--- src/rtl/flseq_pkg.sv ---
package flseq_pkg;

    typedef enum logic [1:0] {
        ERR_NONE    = 2'd0,
        ERR_TIMEOUT = 2'd1,
        ERR_VERIFY  = 2'd2
    } err_e;

    typedef enum logic {
        OP_ERASE = 1'b0,
        OP_PROG  = 1'b1
    } op_e;

    typedef enum logic [3:0] {
        S_IDLE, S_CMD, S_GAP, S_PRD_A, S_PRD_B, S_PCMP,
        S_RST, S_RGAP, S_VRD, S_VCHK, S_FIN
    } state_e;

    localparam logic [10:0] UNLOCK_OFS_A    = 11'h555;
    localparam logic [10:0] UNLOCK_OFS_B    = 11'h2AA;
    localparam logic [7:0]  CMD_UNLOCK_A    = 8'hAA;
    localparam logic [7:0]  CMD_UNLOCK_B    = 8'h55;
    localparam logic [7:0]  CMD_ERASE_SETUP = 8'h80;
    localparam logic [7:0]  CMD_ERASE_GO    = 8'h30;
    localparam logic [7:0]  CMD_PROG        = 8'hA0;
    localparam logic [7:0]  CMD_RESET       = 8'hF0;
    localparam logic [7:0]  BLANK_BYTE      = 8'hFF;

    typedef struct packed {
        logic [10:0] ofs;
        logic [7:0]  data;
        logic        use_tgt;
        logic        use_src;
        logic        last;
    } cmd_step_t;

    // One entry of the command script for an operation.
    function automatic cmd_step_t cmd_step(input op_e op, input logic [2:0] idx);
        cmd_step_t s;
        s = '{ofs: UNLOCK_OFS_A, data: CMD_UNLOCK_A, use_tgt: 1'b0, use_src: 1'b0, last: 1'b0};
        case (idx)
            3'd0: ;
            3'd1: begin
                s.ofs  = UNLOCK_OFS_B;
                s.data = CMD_UNLOCK_B;
            end
            3'd2: s.data = (op == OP_ERASE) ? CMD_ERASE_SETUP : CMD_PROG;
            3'd3: if (op == OP_PROG) begin
                s.use_tgt = 1'b1;
                s.use_src = 1'b1;
                s.last    = 1'b1;
            end
            3'd4: begin
                s.ofs  = UNLOCK_OFS_B;
                s.data = CMD_UNLOCK_B;
            end
            default: begin
                s.ofs  = '0;
                s.data = CMD_ERASE_GO;
                s.last = 1'b1;
            end
        endcase
        return s;
    endfunction

endpackage

--- src/rtl/flseq_gap_timer.sv ---
module flseq_gap_timer #(
    parameter int GAP_CYC = 250
) (
    input  logic clk,
    input  logic rst,
    input  logic start,
    output logic ready
);
    localparam int CW = (GAP_CYC < 2) ? 1 : $clog2(GAP_CYC);

    logic [CW-1:0] cnt;

    always_ff @(posedge clk) begin
        if (rst)               cnt <= '0;
        else if (start)        cnt <= CW'(GAP_CYC - 1);
        else if (cnt != '0)    cnt <= cnt - 1'b1;
    end

    assign ready = (cnt == '0);


    gap_ready_chk: assert property (@(posedge clk) disable iff (rst)
        (start && GAP_CYC > 1) |=> !ready);
endmodule

--- src/rtl/flseq_poll_ctr.sv ---
module flseq_poll_ctr #(
    parameter int LIMIT = 1000000
) (
    input  logic clk,
    input  logic rst,
    input  logic clear,
    input  logic bump,
    output logic last_try
);
    localparam int CW = $clog2(LIMIT + 1);

    logic [CW-1:0] cnt;

    always_ff @(posedge clk) begin
        if (rst || clear) cnt <= '0;
        else if (bump)    cnt <= cnt + 1'b1;
    end

    assign last_try = (cnt == CW'(LIMIT - 1));


    poll_bound_chk: assert property (@(posedge clk) disable iff (rst)
        bump |-> !last_try);
endmodule

--- src/rtl/flash_unlock_seq.sv ---
module flash_unlock_seq
    import flseq_pkg::*;
#(
    parameter int BANK_AW    = 13,
    parameter int GAP_CYC    = 250,
    parameter int POLL_LIMIT = 1000000
) (
    input  logic               clk,
    input  logic               rst,
    input  logic               erase_req,
    input  logic               prog_req,
    input  logic               bank_sel,
    output logic               busy,
    output logic               done,
    output logic [1:0]         err,
    output logic [BANK_AW:0]   fl_addr,
    output logic [7:0]         fl_wdata,
    output logic               fl_we,
    output logic               fl_re,
    input  logic [7:0]         fl_rdata,
    output logic [BANK_AW-1:0] src_addr,
    input  logic [7:0]         src_rdata
);
    localparam logic [BANK_AW-1:0] IDX_LAST = '1;

    state_e               state;
    op_e                  op_q;
    logic                 bank_q;
    logic [BANK_AW-1:0]   idx_q;
    logic [2:0]           step_q;
    logic [7:0]           rd_a_q;
    err_e                 err_q;
    cmd_step_t            step_now;
    logic [BANK_AW-1:0]   bank_ofs;
    logic [7:0]           expect_byte;
    logic                 gap_ready;
    logic                 poll_last;
    logic                 poll_same;
    logic                 poll_clear;
    logic                 poll_bump;

    assign step_now    = cmd_step(op_q, step_q);
    assign expect_byte = (op_q == OP_ERASE) ? BLANK_BYTE : src_rdata;
    assign poll_same   = ((rd_a_q ^ fl_rdata) == 8'h00);
    assign poll_clear  = (state == S_CMD) && step_now.last;
    assign poll_bump   = (state == S_PCMP) && !poll_same && !poll_last;

    flseq_gap_timer #(.GAP_CYC(GAP_CYC)) u_gap (
        .clk(clk), .rst(rst), .start(fl_we), .ready(gap_ready)
    );

    flseq_poll_ctr #(.LIMIT(POLL_LIMIT)) u_poll (
        .clk(clk), .rst(rst), .clear(poll_clear), .bump(poll_bump), .last_try(poll_last)
    );

    always_ff @(posedge clk) begin
        if (rst) begin
            state  <= S_IDLE;
            op_q   <= OP_ERASE;
            bank_q <= 1'b0;
            idx_q  <= '0;
            step_q <= '0;
            rd_a_q <= '0;
            err_q  <= ERR_NONE;
        end else begin
            case (state)
                S_IDLE: if (erase_req || prog_req) begin
                    op_q   <= erase_req ? OP_ERASE : OP_PROG;
                    bank_q <= bank_sel;
                    idx_q  <= '0;
                    step_q <= '0;
                    err_q  <= ERR_NONE;
                    state  <= S_CMD;
                end
                S_CMD: state <= S_GAP;
                S_GAP: if (gap_ready) begin
                    if (step_now.last) state <= S_PRD_A;
                    else begin
                        step_q <= step_q + 3'd1;
                        state  <= S_CMD;
                    end
                end
                S_PRD_A: state <= S_PRD_B;
                S_PRD_B: begin
                    rd_a_q <= fl_rdata;
                    state  <= S_PCMP;
                end
                S_PCMP: begin
                    if (poll_same) begin
                        if (op_q == OP_PROG && idx_q != IDX_LAST) begin
                            idx_q  <= idx_q + 1'b1;
                            step_q <= '0;
                            state  <= S_CMD;
                        end else begin
                            state <= S_RST;
                        end
                    end else if (poll_last) begin
                        err_q <= ERR_TIMEOUT;
                        state <= S_RST;
                    end else begin
                        state <= S_PRD_A;
                    end
                end
                S_RST: state <= S_RGAP;
                S_RGAP: if (gap_ready) begin
                    if (err_q != ERR_NONE) state <= S_FIN;
                    else begin
                        idx_q <= '0;
                        state <= S_VRD;
                    end
                end
                S_VRD: state <= S_VCHK;
                S_VCHK: begin
                    if (fl_rdata != expect_byte) begin
                        err_q <= ERR_VERIFY;
                        state <= S_FIN;
                    end else if (idx_q == IDX_LAST) begin
                        state <= S_FIN;
                    end else begin
                        idx_q <= idx_q + 1'b1;
                        state <= S_VRD;
                    end
                end
                S_FIN:   state <= S_IDLE;
                default: state <= S_IDLE;
            endcase
        end
    end

    always_comb begin
        fl_we    = 1'b0;
        fl_re    = 1'b0;
        fl_wdata = '0;
        bank_ofs = '0;
        case (state)
            S_CMD: begin
                fl_we    = 1'b1;
                fl_wdata = step_now.use_src ? src_rdata : step_now.data;
                bank_ofs = step_now.use_tgt ? idx_q : BANK_AW'(step_now.ofs);
            end
            S_PRD_A, S_PRD_B: fl_re = 1'b1;
            S_RST: begin
                fl_we    = 1'b1;
                fl_wdata = CMD_RESET;
            end
            S_VRD: begin
                fl_re    = 1'b1;
                bank_ofs = idx_q;
            end
            default: ;
        endcase
    end

    assign fl_addr  = {bank_q, bank_ofs};
    assign src_addr = idx_q;
    assign busy     = (state != S_IDLE) && (state != S_FIN);
    assign done     = (state == S_FIN);
    assign err      = err_q;


    we_re_excl_chk: assert property (@(posedge clk) disable iff (rst)
        !(fl_we && fl_re));


    bank_hold_chk: assert property (@(posedge clk) disable iff (rst)
        (busy && $past(busy)) |-> (fl_addr[BANK_AW] == $past(fl_addr[BANK_AW])));


    write_gap_chk: assert property (@(posedge clk) disable iff (rst)
        fl_we |=> !fl_we);


    done_pulse_chk: assert property (@(posedge clk) disable iff (rst)
        done |=> !done);


    busy_end_chk: assert property (@(posedge clk) disable iff (rst)
        $fell(busy) |-> done);


    err_hold_chk: assert property (@(posedge clk) disable iff (rst)
        (state == S_IDLE && $past(state == S_IDLE)) |-> $stable(err));
endmodule

--- config.mk ---
export PLATFORM = sky130hd
export DESIGN_NAME = flash_unlock_seq
export DESIGN_NICKNAME = d
export VERILOG_FILES = /design/src/rtl/flseq_pkg.sv /design/src/rtl/flseq_gap_timer.sv /design/src/rtl/flseq_poll_ctr.sv /design/src/rtl/flash_unlock_seq.sv
export SDC_FILE = /design/constraint.sdc
export NUM_CORES = 1
export LEC_CHECK = 0
export BUFFER_PORTS_ARGS = -buffer_cell sky130_fd_sc_hd__clkbuf_2
export CAP_MARGIN = 15
export CORE_MARGIN = 2
export CORE_UTILIZATION = 52
export CTS_CLUSTER_SIZE = 40
export DETAILED_ROUTE_END_ITERATION = 12
export GPL_TIMING_DRIVEN = 0
export PLACE_DENSITY = 0.77
export SETUP_SLACK_MARGIN = 0.3
export SLEW_MARGIN = 20
export SYNTH_ARGS = -nofsm -noshare
export SYNTH_HDL_FRONTEND = slang
export SYNTH_SLANG_ARGS = --single-unit
--- constraint.sdc ---
create_clock -name clk -period 2.1 [get_ports clk]
set_input_delay 0.315 -clock clk [delete_from_list [all_inputs] [get_ports clk]]
set_output_delay 0.315 -clock clk [all_outputs]
set_load 0.05 [all_outputs]
==> reports/metrics.yaml, run 1 <==
status: "aborted with a tool error"
failing_step: "5_1_grt"
firstError: "[ERROR DPL-0038] Utilization greater than 100%, impossible to legalize"
rows: 31
synth_nets: 534
syn_area_um2: 3884
endpoint_type: "output port"
synth_cell_type_count: 58
place_ws_ns: -0.5826
postGrtWorstEndpoint: "fl_addr[10]"
die_x_um: 90.42
grt_max_degree: 11
start_util_pct: 53.54
die_h_um: 90.42
synth-seq-cells: 60
numCtsBuffers: 9
ys_seq_area_share_pct: 30.93
clock_path_buffers: 2
io_pins: 62
hpwl_um: 7914
synth-edff-count: 0
gp_congestion: 0.8822
syn_area_per_cell_um2: 7.691
synthFlopType: "dfxtp_1"
ctsRootBufferMaster: "clkbuf_8"
async_flop_share_pct: 0
yosysWarnings: 0
syn_inst: 505
clock_sinks: 60
portBuffers: 60
h-tree-depth: 3
-- per-stage QoR --
| stage | hold WS (ns) | setup TNS [ns] | instances | util (%) | cell area [um^2] |
|---|---|---|---|---|---|
| floorplan | 0.4116 | -0.04965 | 505 | - | 4156 |
| global placement | 0.4534 | -11.04 | 664 | 63.15 | 4581 |
| detailed placement | 0.4625 | -12.86 | 664 | 63.15 | 4581 |
| CTS | 0.2125 | -1.836 | 754 | 91.55 | 6640 |
-- repair_timing --
action                     in CTS
hold buffers                    0
pin swaps                      61
setup endpoints to repair      81
gates resized for setup       273
cloned                          6
hold endpoints to repair        0
setup buffers                  69
-- cells by family after synthesis --
| family | after synthesis | synth area share [%] |
|---|---|---|
| flops | 60 | 30.93 |
| compound gates | 137 | 22.84 |
| fa+ha+maj | 8 | 2.577 |
| xor+xnor | 22 | 4.961 |
| simple gates | 229 | 32.57 |
| buf+inv | 44 | 4.800 |
| mux | 5 | 1.321 |
-- synthesized netlist by cell type, drive strengths merged (12+ instances only) --
| master | count | area, um^2 |
|---|---|---|
| inv | 20 | 75.07 |
| o21a | 16 | 120.1 |
| nand4 | 12 | 75.07 |
| a21oi | 53 | 269.0 |
| nand2 | 64 | 240.2 |
| xor2 | 17 | 148.9 |
| nand3 | 18 | 90.09 |
| nor2 | 35 | 131.4 |
| dfxtp | 60 | 1201 |
| and3 | 14 | 87.58 |
| clkbuf | 18 | 67.56 |
| o21ai | 18 | 93.84 |
| nor4 | 14 | 138.9 |
==> run 2: changes to the inputs <==
--- a/config.mk
+++ b/config.mk
@@ -8,12 +8,10 @@
 export BUFFER_PORTS_ARGS = -buffer_cell sky130_fd_sc_hd__clkbuf_2
 export CAP_MARGIN = 15
 export CORE_MARGIN = 2
-export CORE_UTILIZATION = 52
-export CTS_CLUSTER_SIZE = 40
+export CORE_UTILIZATION = 40
 export DETAILED_ROUTE_END_ITERATION = 12
 export GPL_TIMING_DRIVEN = 0
-export PLACE_DENSITY = 0.77
-export SETUP_SLACK_MARGIN = 0.3
+export PLACE_DENSITY_LB_ADDON = 0.15
 export SLEW_MARGIN = 20
 export SYNTH_ARGS = -nofsm -noshare
 export SYNTH_HDL_FRONTEND = slang
==> constraint.sdc (replaced) <==
create_clock -name clk -period 2.7 [get_ports clk]
set_input_delay 0.405 -clock clk [delete_from_list [all_inputs] [get_ports clk]]
set_output_delay 0.405 -clock clk [all_outputs]
set_load 0.05 [all_outputs]
==> run 2 against run 1 <==
The run now ends clean. Synthesized cell count stayed put. Area after synthesis stayed put.
==> reports/metrics.yaml, run 2 <==
area_growth_pct: 19.72
drt_first_pass_iters: 5
drc: 0
rows: 35  # was 31
hold_path.class: "primary input to flop"
ys_seq_area_share_pct: 30.93  # unchanged
worstMarginPinSlew_ns: 1.050
routed-via-count: 4014
cts_tree: "built"
r2r_start: "src_addr[0]"
status: "completed"  # was aborted with a tool error
hold_buffers: 0  # unchanged
finalPower_mw: 2.746
ctsRootBufferMaster: "clkbuf_8"  # unchanged
die_h_um: 102.5  # was 90.42 um
finalHoldViolCount: 0
final_cell_mix: "64 x nand2_1, 59 x dfxtp_1, 54 x clkbuf_2"
synthFlopType: "dfxtp_1"  # unchanged
max_slew_margin_pct: 29.47
critPathLaunch: "state[2]"
hpwl_um: 8347  # was 7914 um
leakage_nw: 1.772
postLayoutCoreUtil_pct: 49.85
fin_skew_ns: 0.006889
seq_power_share_pct: 38.0
hold_start: "bank_sel"
crit_chain: "clkbuf_2 -> or2_2 -> nor2_4 -> and3_2 -> o21a_1 -> clkbuf_2"
power_density_nw_per_um2: 590.5
fin_crit_sh_pct: 97.20
placed_cells: 694  # was 664
die_x_um: 102.5  # was 90.42 um
place_ws_ns: -0.1269  # was -0.5826 ns
worstPathRequired_ns: 2.30
path_max_fanout: 10
clk-insertion-delay-late_ns: 0.34
syn_inst: 505  # unchanged
fmax_ghz: 0.3811
cp_slowest_stage_delay_ns: 0.40
path_buf_inv: 2
numCtsBuffers: 9  # unchanged
yosysTopAreaCellShare_pct: 30.93  # unchanged
regMostFlops: "u_poll.cnt"
grt_util_all_layers_pct: 21.87
largest_reg_flops: 20
drive_above_1_share_pct: 21.42
slowest_stage: "dfxtp_1"
p_sw_mw: 1.102
r2r_slack_ns: 0.12
path_delay_family: "simple AND/OR/NAND/NOR gates"
fin_ws_ns: 0.07571
vias_per_cell: 5.669
h-tree-depth: 3  # unchanged
drv_slew: 0
clock_sinks: 60  # unchanged
final_cell_area_um2: 4649
setup_tns_ns: 0
crit_top_cell: "clkbuf_2"
synth_top_cells_by_count: "64 x nand2_1, 60 x dfxtp_1, 52 x a21oi_1"  # unchanged
grt_antenna_before_repair: 0
clock_path_buffers: 2  # unchanged
nNetsFinal: 604
portBuffers: 60  # unchanged
netSwitchingFraction_pct: 40.12
syn_area_um2: 3884  # unchanged
async_flop_share_pct: 0  # unchanged
synth_cell_type_count: 58  # unchanged
drtIter0Drc: 242
fillers: 935
synth_area_leader_cell: "dfxtp_1"  # unchanged
peakVddDrop_mv: 0.3568
critPathKind: "flop to primary output"
synth-edff-count: 0  # unchanged
min_period_ns: 2.624
finalSetupViolCount: 0
place_area_um2: 4345  # was 4581 um^2
p_comb_share_pct: 37.3
p_int_mw: 1.644
core_region_area_um2: 9328
grt_pass1_vias: 3834
synth.most_common_cell: "nand2_1"  # unchanged
synthTopCellsByArea: "dfxtp_1 31%, a21oi_1 6.7%, nand2_1 6.2%"  # unchanged
io_pins: 62  # unchanged
grt-ovfl-total: 0
wl_um: 11090
final_cell_count_no_fill: 708
clock_power_share_pct: 24.7
start_util_pct: 41.64  # was 53.54%
die_area_um2: 10510
synth_nets: 534  # unchanged
grt_max_degree: 11
routedWlPerCell_um: 15.67
synth-seq-cells: 60  # unchanged
final_common_cell: "nand2_1"
start_kind: "flop"
hold_ws_ns: 0.3374
cp.arrival_ns: 2.22
antenna_left: 0
yosysWarnings: 0  # unchanged
end_kind: "primary output"
gp_congestion: 0.9420  # was 0.8822
grt_pass1_wl_um: 18290
clkTransAtPathRegs_ns: 0.07
syn_area_per_cell_um2: 7.691  # unchanged
cap_violations: 0
num_antenna_cells: 0
## run 2: cell counts after synthesis
No cell type changed its count.
## run 2: worst paths after layout
kind,to,cells past startpoint
min reg2reg,rd_a_q[4],2
min,bank_q,3
max,fl_addr[4],6
max reg2reg,src_addr[11],7
## run 2: what timing repair did
action | in CTS | in global routing
gates cloned | 0 | 0
buffers inserted | 0 | 1
setup endpoints to repair | 33 | 53
gates resized for setup | 17 | 46
pin swaps | 0 | 2
endpoints found under the hold margin | 0 | 0
## run 2: cell type report
class                           count  area, um^2  share of cell area (%)
Buffer                             22       118.9                   2.557
Clock buffer                       10       127.6                   2.745
Clock inverter                      5       30.03                  0.6459
Inverter                           20       75.07                   1.615
Multi-Input combinational cell    401        2596                   55.84
Sequential cell                    60        1202                   25.86
Tap cell                          129       161.4                   3.471
Timing Repair Buffer               61       337.8                   7.266
## run 2: power by group through the flow
stage / Combinational [mW] / Clock (mW) / Sequential, mW
3_5_place_dp: 0.984 / 0 / 1.05
5_1_grt: 1.12 / 0.733 / 1.05
4_1_cts: 0.997 / 0.697 / 1.03
2_1_floorplan: 0.759 / 0 / 1.04
3_3_place_gp: 0.968 / 0 / 1.05
6_report: 1.03 / 0.678 / 1.04
## run 2: kinds of logic (layout without fill, tap and decap cells)
kind of cell	after synthesis	after routing	synth area share, %
and+or+nand+nor	229	229	32.57
AOI/OAI and AO/OA	137	137	22.84
DFF	60	60	30.93
buffers and inverters	44	118	4.800
xor gates and xnor gates	22	22	4.961
adders and majority gates	8	8	2.577
muxes	5	5	1.321
## run 2: layer usage
metal / GRT usage, % / vias to the layer above / routed length, um
met1: 26.53 / 1901 / 4871
met2: 39.17 / 114 / 5603
li1: - / 1987 / -
met3: 4.271 / 12 / 510
met4: 6.462 / 0 / 106
met5: 0 / - / 0
## run 2: worst register-to-register path, delay by kind of cell, from the launching register on
family / cells / cell delay (ns)
flip-flops: 1 / 0.37
AND/OR/NAND/NOR: 4 / 1.39
adder cells (fa/ha/maj): 1 / 0.34
AO/OA/AOI/OAI: 2 / 0.41
Power figures use the tool's default switching activity.
==> run 3: changes to the inputs <==
==> constraint.sdc (replaced) <==
create_clock -name clk -period 2.97 [get_ports clk]
set_input_delay 0.4455 -clock clk [delete_from_list [all_inputs] [get_ports clk]]
set_output_delay 0.4455 -clock clk [all_outputs]
set_load 0.05 [all_outputs]
==> run 3 against run 2 <==
Via count down 0.82%. Largest cell class unchanged. Clock skew up 0.0083 ns. Final cell count is 0.56% higher. Critical endpoint is now fl_addr[11]. Non-clock buffer count rose by 3.
==> reports/metrics.yaml, run 3 (synthesis results as in run 2) <==
status: "completed"  # unchanged
grt_pass1_vias: 3692  # was 3834
finalHoldViolCount: 0  # unchanged
cp.arrival_ns: 2.35  # was 2.22 ns
hold_buffers: 0  # unchanged
clk-insertion-delay-late_ns: 0.35  # was 0.34 ns
grt_antenna_before_repair: 0  # unchanged
vias_per_cell: 5.591  # was 5.669
routedWlPerCell_um: 15.51  # was 15.67 um
h-tree-depth: 3  # unchanged
final_cell_mix: "64 x nand2_1, 62 x clkbuf_2, 60 x dfxtp_1"  # was 64 x nand2_1, 59 x dfxtp_1, 54 x clkbuf_2
fin_ws_ns: 0.1748  # was 0.07571 ns
hold_path.class: "primary input to flop"  # unchanged
rows: 35  # unchanged
clock_sinks: 60  # unchanged
die_area_um2: 10510  # unchanged
start_util_pct: 41.64  # unchanged
portBuffers: 60  # unchanged
fillers: 968  # was 935
grt_util_all_layers_pct: 21.85  # was 21.87%
hpwl_um: 8203  # was 8347 um
routed-via-count: 3981  # was 4014
p_int_mw: 1.508  # was 1.644 mW
largest_reg_flops: 20  # unchanged
drtIter0Drc: 208  # was 242
leakage_nw: 1.755  # was 1.772 nW
min_period_ns: 2.795
wl_um: 11050  # was 11090 um
max_slew_margin_pct: 40.47  # was 29.47%
drt_first_pass_iters: 5  # unchanged
cts_tree: "built"  # unchanged
p_comb_share_pct: 36.1  # was 37.3%
num_antenna_cells: 0  # unchanged
antenna_left: 0  # unchanged
rsz0062_at_grt: "false"
p_sw_mw: 1.002  # was 1.102 mW
netSwitchingFraction_pct: 39.91  # was 40.12%
final_common_cell: "nand2_1"  # unchanged
final_cell_count_no_fill: 712  # was 708
core_region_area_um2: 9328  # unchanged
seq_power_share_pct: 37.3  # was 38.0%
fmax_ghz: 0.3578
placed_cells: 694  # unchanged
gp_congestion: 0.9111  # was 0.9420
clock_power_share_pct: 26.5  # was 24.7%
setup_tns_ns: 0  # unchanged
clkTransAtPathRegs_ns: 0.07  # about the same
nNetsFinal: 607  # was 604
place_area_um2: 4345  # unchanged
area_growth_pct: 18.11  # was 19.72%
peakVddDrop_mv: 0.2679  # was 0.3568 mV
cap_violations: 0  # unchanged
io_pins: 62  # unchanged
worstMarginPinSlew_ns: 0.8848  # was 1.050 ns
fin_skew_ns: 0.01523  # was 0.006889 ns
fin_crit_sh_pct: 94.11
end_kind: "primary output"  # unchanged
finalPower_mw: 2.510  # was 2.746 mW
grt_max_degree: 12  # was 11
drc: 0  # unchanged
regMostFlops: "u_poll.cnt"  # unchanged
grt_pass1_wl_um: 18120  # was 18290 um
start_kind: "flop"  # unchanged
power_density_nw_per_um2: 547.1  # was 590.5 nW/um^2
ctsRootBufferMaster: "clkbuf_8"  # unchanged
finalSetupViolCount: 0  # unchanged
path_max_fanout: 10  # unchanged
place_ws_ns: 0.2231  # was -0.1269 ns
numCtsBuffers: 9  # unchanged
critPathKind: "flop to primary output"  # unchanged
die_x_um: 102.5  # unchanged
drv_slew: 0  # unchanged
drive_above_1_share_pct: 18.87  # was 21.42%
grt-ovfl-total: 0  # unchanged
worstPathRequired_ns: 2.52  # was 2.30 ns
hold_ws_ns: 0.3435  # was 0.3374 ns
clock_path_buffers: 2  # unchanged
postLayoutCoreUtil_pct: 49.18  # was 49.85%
final_cell_area_um2: 4587  # was 4649 um^2
die_h_um: 102.5  # unchanged
==> run 3: cell count changes in the layout (fill, tap and decap cells not counted), moves of 2 or more <==
cell / before / now
buf_2: 5 / 2
clkbuf_1: 8 / 16
clkbuf_2: 54 / 62
clkbuf_4: 11 / 0
clkinv_4: 0 / 2
o21ai_0: 14 / 16
o32ai_1: 1 / 3
o32ai_2: 2 / 0
==> run 3: path summary, 6_finish.rpt <==
kind                   from          end  slack [ns]  cells after the start
setup reg to reg  step_q[2]    step_q[0]        0.26                      8
setup / recovery  step_q[0]  fl_addr[11]        0.17                      7
hold reg to reg   rd_a_q[0]    rd_a_q[0]        0.47                      2
hold / removal     bank_sel       bank_q        0.34                      3
==> run 3: power groups by stage <==
stage               Clock [mW]  Sequential [mW]  Combinational (mW)
CTS                      0.685            0.936               0.890
floorplan                    0            0.942               0.689
detailed placement           0            0.953               0.885
global route             0.721            0.946               0.989
finish                   0.666            0.937               0.906
global placement             0            0.952               0.874
==> run 3: critical path, stage by stage (launching register included) <==
cell	delay, ns
dfxtp_1	0.42
ha_1	0.18
ha_1	0.28
nand2_1	0.18
clkbuf_2	0.24
o21ai_1	0.24
and3_1	0.19
clkbuf_2	0.27
==> run 3: cell type report <==
type	count	area, um^2	area share [%]
clock inverters	6	40.04	0.8729
plain buffers	23	110.1	2.400
inverters	20	75.07	1.637
flip-flops and latches	60	1201	26.19
well taps	129	161.4	3.519
multi-input cells	401	2539	55.35
repair buffers	63	322.8	7.038
clock buffers	10	137.6	3.001
==> run 3: metal layers <==
metal	track usage, %	wire (um)
met5	0	0
met2	35.44	5115
met1	29.03	5242
met4	6.256	144
met3	5.220	543
==> run 3: repair_timing <==
| item | 4_1_cts | 5_1_grt |
|---|---|---|
| pin swaps | 0 | 1 |
| resized for setup | 3 | 10 |
| setup buffers | 0 | 3 |
| setup endpoints to repair | 8 | 21 |
==> run 4: changes to the inputs <==
--- a/config.mk
+++ b/config.mk
@@ -5,6 +5,7 @@
 export SDC_FILE = /design/constraint.sdc
 export NUM_CORES = 1
 export LEC_CHECK = 0
+export ABC_AREA = 1
 export BUFFER_PORTS_ARGS = -buffer_cell sky130_fd_sc_hd__clkbuf_2
 export CAP_MARGIN = 15
 export CORE_MARGIN = 2
==> run 4 against run 3 <==
Largest power group is now combinational logic. Largest cell class unchanged. Hold slack got worse by 0.024 ns. Non-clock buffer count fell by 9. Global-route usage fell by 1.3 points. Area after synthesis rose by 3.9%. Fmax rose by 1.9%. Cell area rose by 5.0%. Highest routed layer unchanged. Via count rose by 6.2%. Clock power rose by 55%.
==> reports/metrics.yaml, run 4 <==
place_area_um2: 4508  # was 4345 um^2
fin_skew_ns: 0.008421  # was 0.01523 ns
min_path_cells: 2  # was 3
path_max_fanout: 6  # was 10
register_area_um2: 1202  # was 1201 um^2
grt-ovfl-total: 0  # unchanged
rsz0062_at_grt: "false"  # unchanged
ys_seq_area_share_pct: 29.76  # was 30.93%
final_common_cell: "nand2_1"  # unchanged
cp.arrival_ns: 2.30  # was 2.35 ns
ctsRootBufferMaster: "clkbuf_8"  # unchanged
slowest_stage: "dfxtp_2"  # was dfxtp_1
min_period_ns: 2.744  # was 2.795 ns
clock_sinks: 60  # unchanged
rr_worst_depth: 10  # was 8
grt_antenna_before_repair: 0  # unchanged
final_cell_mix: "143 x nand2_1, 83 x inv_1, 76 x nor2_1"  # was 64 x nand2_1, 62 x clkbuf_2, 60 x dfxtp_1
grt_pass1_vias: 3881  # was 3692
worstMarginPinSlew_ns: 0.5554  # was 0.8848 ns
portBuffers: 61  # was 60
gp_congestion: 0.8976  # was 0.9111
synthTopCellsByArea: "dfxtp_1 30%, nand2_1 13%, a21oi_1 7.9%"  # was dfxtp_1 31%, a21oi_1 6.7%, nand2_1 6.2%
antenna_left: 0  # unchanged
die_h_um: 104.5  # was 102.5 um
clkTransAtPathRegs_ns: 0.07  # about the same
yosysTopAreaCellShare_pct: 29.76  # was 30.93%
die_area_um2: 10910  # was 10510 um^2
clock_power_share_pct: 30.7  # was 26.5%
rows: 36  # was 35
fillers: 1037  # was 968
start_kind: "flop"  # unchanged
nNetsFinal: 736  # was 607
synth_nets: 663  # was 534
syn_area_per_cell_um2: 6.367  # was 7.691 um^2
final_cell_area_um2: 4816  # was 4587 um^2
synth-seq-cells: 60  # unchanged
crit_top_cell: "ha_1"
finalHoldViolCount: 0  # unchanged
worstPathRequired_ns: 2.52  # about the same
fmax_ghz: 0.3644  # was 0.3578 GHz
area_growth_pct: 19.31  # was 18.11%
finalSetupViolCount: 0  # unchanged
largest_reg_flops: 20  # unchanged
status: "completed"  # unchanged
clk-insertion-delay-late_ns: 0.35  # about the same
async_flop_share_pct: 0  # unchanged
peakVddDrop_mv: 0.5158  # was 0.2679 mV
grt_pass1_wl_um: 18220  # was 18120 um
max_slew_margin_pct: 62.69  # was 40.47%
synth_cell_type_count: 40  # was 58
synth_top_cells_by_count: "144 x nand2_1, 83 x inv_1, 78 x nor2_1"  # was 64 x nand2_1, 60 x dfxtp_1, 52 x a21oi_1
drive_above_1_share_pct: 17.56  # was 18.87%
cp_slowest_stage_delay_ns: 0.35  # was 0.42 ns
leakage_nw: 2.022  # was 1.755 nW
synth_area_leader_cell: "dfxtp_1"  # unchanged
multiInputGateArea_um2: 2425  # was 2539 um^2
drv_slew: 0  # unchanged
cts_tree: "built"  # unchanged
seq_power_share_pct: 29.7  # was 37.3%
clock_path_buffers: 2  # unchanged
cap_violations: 0  # unchanged
power_density_nw_per_um2: 694.1  # was 547.1 nW/um^2
routed-via-count: 4229  # was 3981
netSwitchingFraction_pct: 41.52  # was 39.91%
vias_per_cell: 5.005  # was 5.591
p_sw_mw: 1.388  # was 1.002 mW
core_region_area_um2: 9774  # was 9328 um^2
grt_util_all_layers_pct: 20.55  # was 21.85%
num_antenna_cells: 0  # unchanged
numCtsBuffers: 9  # unchanged
wl_um: 11090  # was 11050 um
synth.most_common_cell: "nand2_1"  # unchanged
syn_area_um2: 4036  # was 3884 um^2
hold_path.class: "primary input to flop"  # unchanged
drt_first_pass_iters: 5  # unchanged
path_delay_family: "buffers and inverters"  # unchanged
p_comb_share_pct: 39.6  # was 36.1%
yosysWarnings: 0  # unchanged
drc: 0  # unchanged
regMostFlops: "u_poll.cnt"  # unchanged
worstSetupPathDepth: 8  # was 7
fin_crit_sh_pct: 92.39  # was 94.11%
grt_max_degree: 12  # unchanged
end_kind: "primary output"  # unchanged
finalPower_mw: 3.343  # was 2.510 mW
crit_chain: "ha_1 -> ha_1 -> nand2_1 -> clkinvlp_4 -> a21oi_2 -> nand2_2 -> a21oi_1 -> clkbuf_2"  # was ha_1 -> ha_1 -> nand2_1 -> clkbuf_2 -> o21ai_1 -> and3_1 -> clkbuf_2
drtIter0Drc: 215  # was 208
critPathKind: "flop to primary output"  # unchanged
synth-edff-count: 0  # unchanged
p_int_mw: 1.955  # was 1.508 mW
hpwl_um: 8517  # was 8203 um
syn_inst: 634  # was 505
synthFlopType: "dfxtp_1"  # unchanged
h-tree-depth: 3  # unchanged
die_x_um: 104.5  # was 102.5 um
routedWlPerCell_um: 13.13  # was 15.51 um
start_util_pct: 41.30  # was 41.64%
io_pins: 62  # unchanged
path_buf_inv: 2  # unchanged
run 4: cell types whose count changed in the layout (fill, tap and decap cells not counted), moves of 9 or more:
cell / before / now
nand2_1: 64 / 143
inv_1: 20 / 83
nor2_1: 33 / 76
nand3_1: 18 / 38
o21ai_0: 16 / 35
o21a_1: 16 / 0
a21oi_1: 49 / 62
and3_1: 13 / 0
or4_1: 11 / 0
clkbuf_1: 16 / 6
a21o_1: 9 / 0
nor3_1: 10 / 19
nor4_1: 10 / 1
run 4: area by class of cell:
cell class                 count  share of cell area, %
clock inverter                 6                  2.806
buffer                        15                  1.975
multi-input combinational    471                  50.35
inverter                      88                  6.937
clock buffer                  10                  2.858
timing repair buffer          62                  6.651
tap                          133                  3.455
sequential                    60                  24.97
run 4: timing repair:
action / 4_1_cts / 5_1_grt
gates resized for setup: 4 / 12
hold buffers: 0 / 0
setup endpoints to repair: 11 / 16
setup buffers: 0 / 1
run 4: kinds of logic after synthesis:
family,Yosys count,share of synthesized area (%)
XOR/XNOR,25,5.425
flip-flops,60,29.76
adder cells (fa/ha/maj),8,2.480
AND/OR/NAND/NOR,324,36.73
AO/OA/AOI/OAI,114,15.07
buffers and inverters,103,10.54
run 4: metal layers:
layer	part of all wire, %	track usage [%]	vias to the layer above
met5	0	0	-
met4	1.0	5.019	0
met3	4.6	5.326	8
met2	46	33.57	94
met1	48	26.99	1934
li1	-	-	2193
run 4: per-stage QoR:
stage                     setup TNS [ns]  utilization, %  hold slack [ns]  std cells  setup WS, ns
after global placement                 0           46.12           0.4334        828        0.3224
after global routing                   0           49.27           0.3121        845       0.04874
after CTS                       -0.02504           49.03           0.3073        844     -0.008576
final                                  0           49.27           0.3191        845        0.2260
after floorplan                        0               -           0.4239        634        0.1707
after detailed placement               0           46.12           0.4396        828        0.2716
run 4: worst reg2reg max path, stage by stage (launching register included):
cell and delay, ns:
dfxtp_2 0.35, ha_1 0.20, ha_1 0.19, a21oi_1 0.26, nand2_1 0.13, o21ai_0 0.16
inv_1 0.08, o21ai_2 0.38, inv_1 0.16, o21ai_0 0.11, a21oi_1 0.06
run 4: power groups by stage:
stage	Combinational, mW	Clock, mW	Sequential, mW
floorplan	0.958	0	1.05
global placement	1.28	0	1.01
detailed placement	1.30	0	1.01
CTS	1.32	1.05	0.994
global route	1.46	1.08	1.01
finish	1.32	1.03	0.994
run 4: path summary, 6_finish.rpt:
path                                 endpoint      start  slack (ns)
worst max-delay path               fl_addr[2]  step_q[0]        0.23
worst min-delay path                     op_q  erase_req        0.32
worst max register to register  u_poll.cnt[2]  step_q[0]        0.78
worst min register to register         bank_q     bank_q        0.45
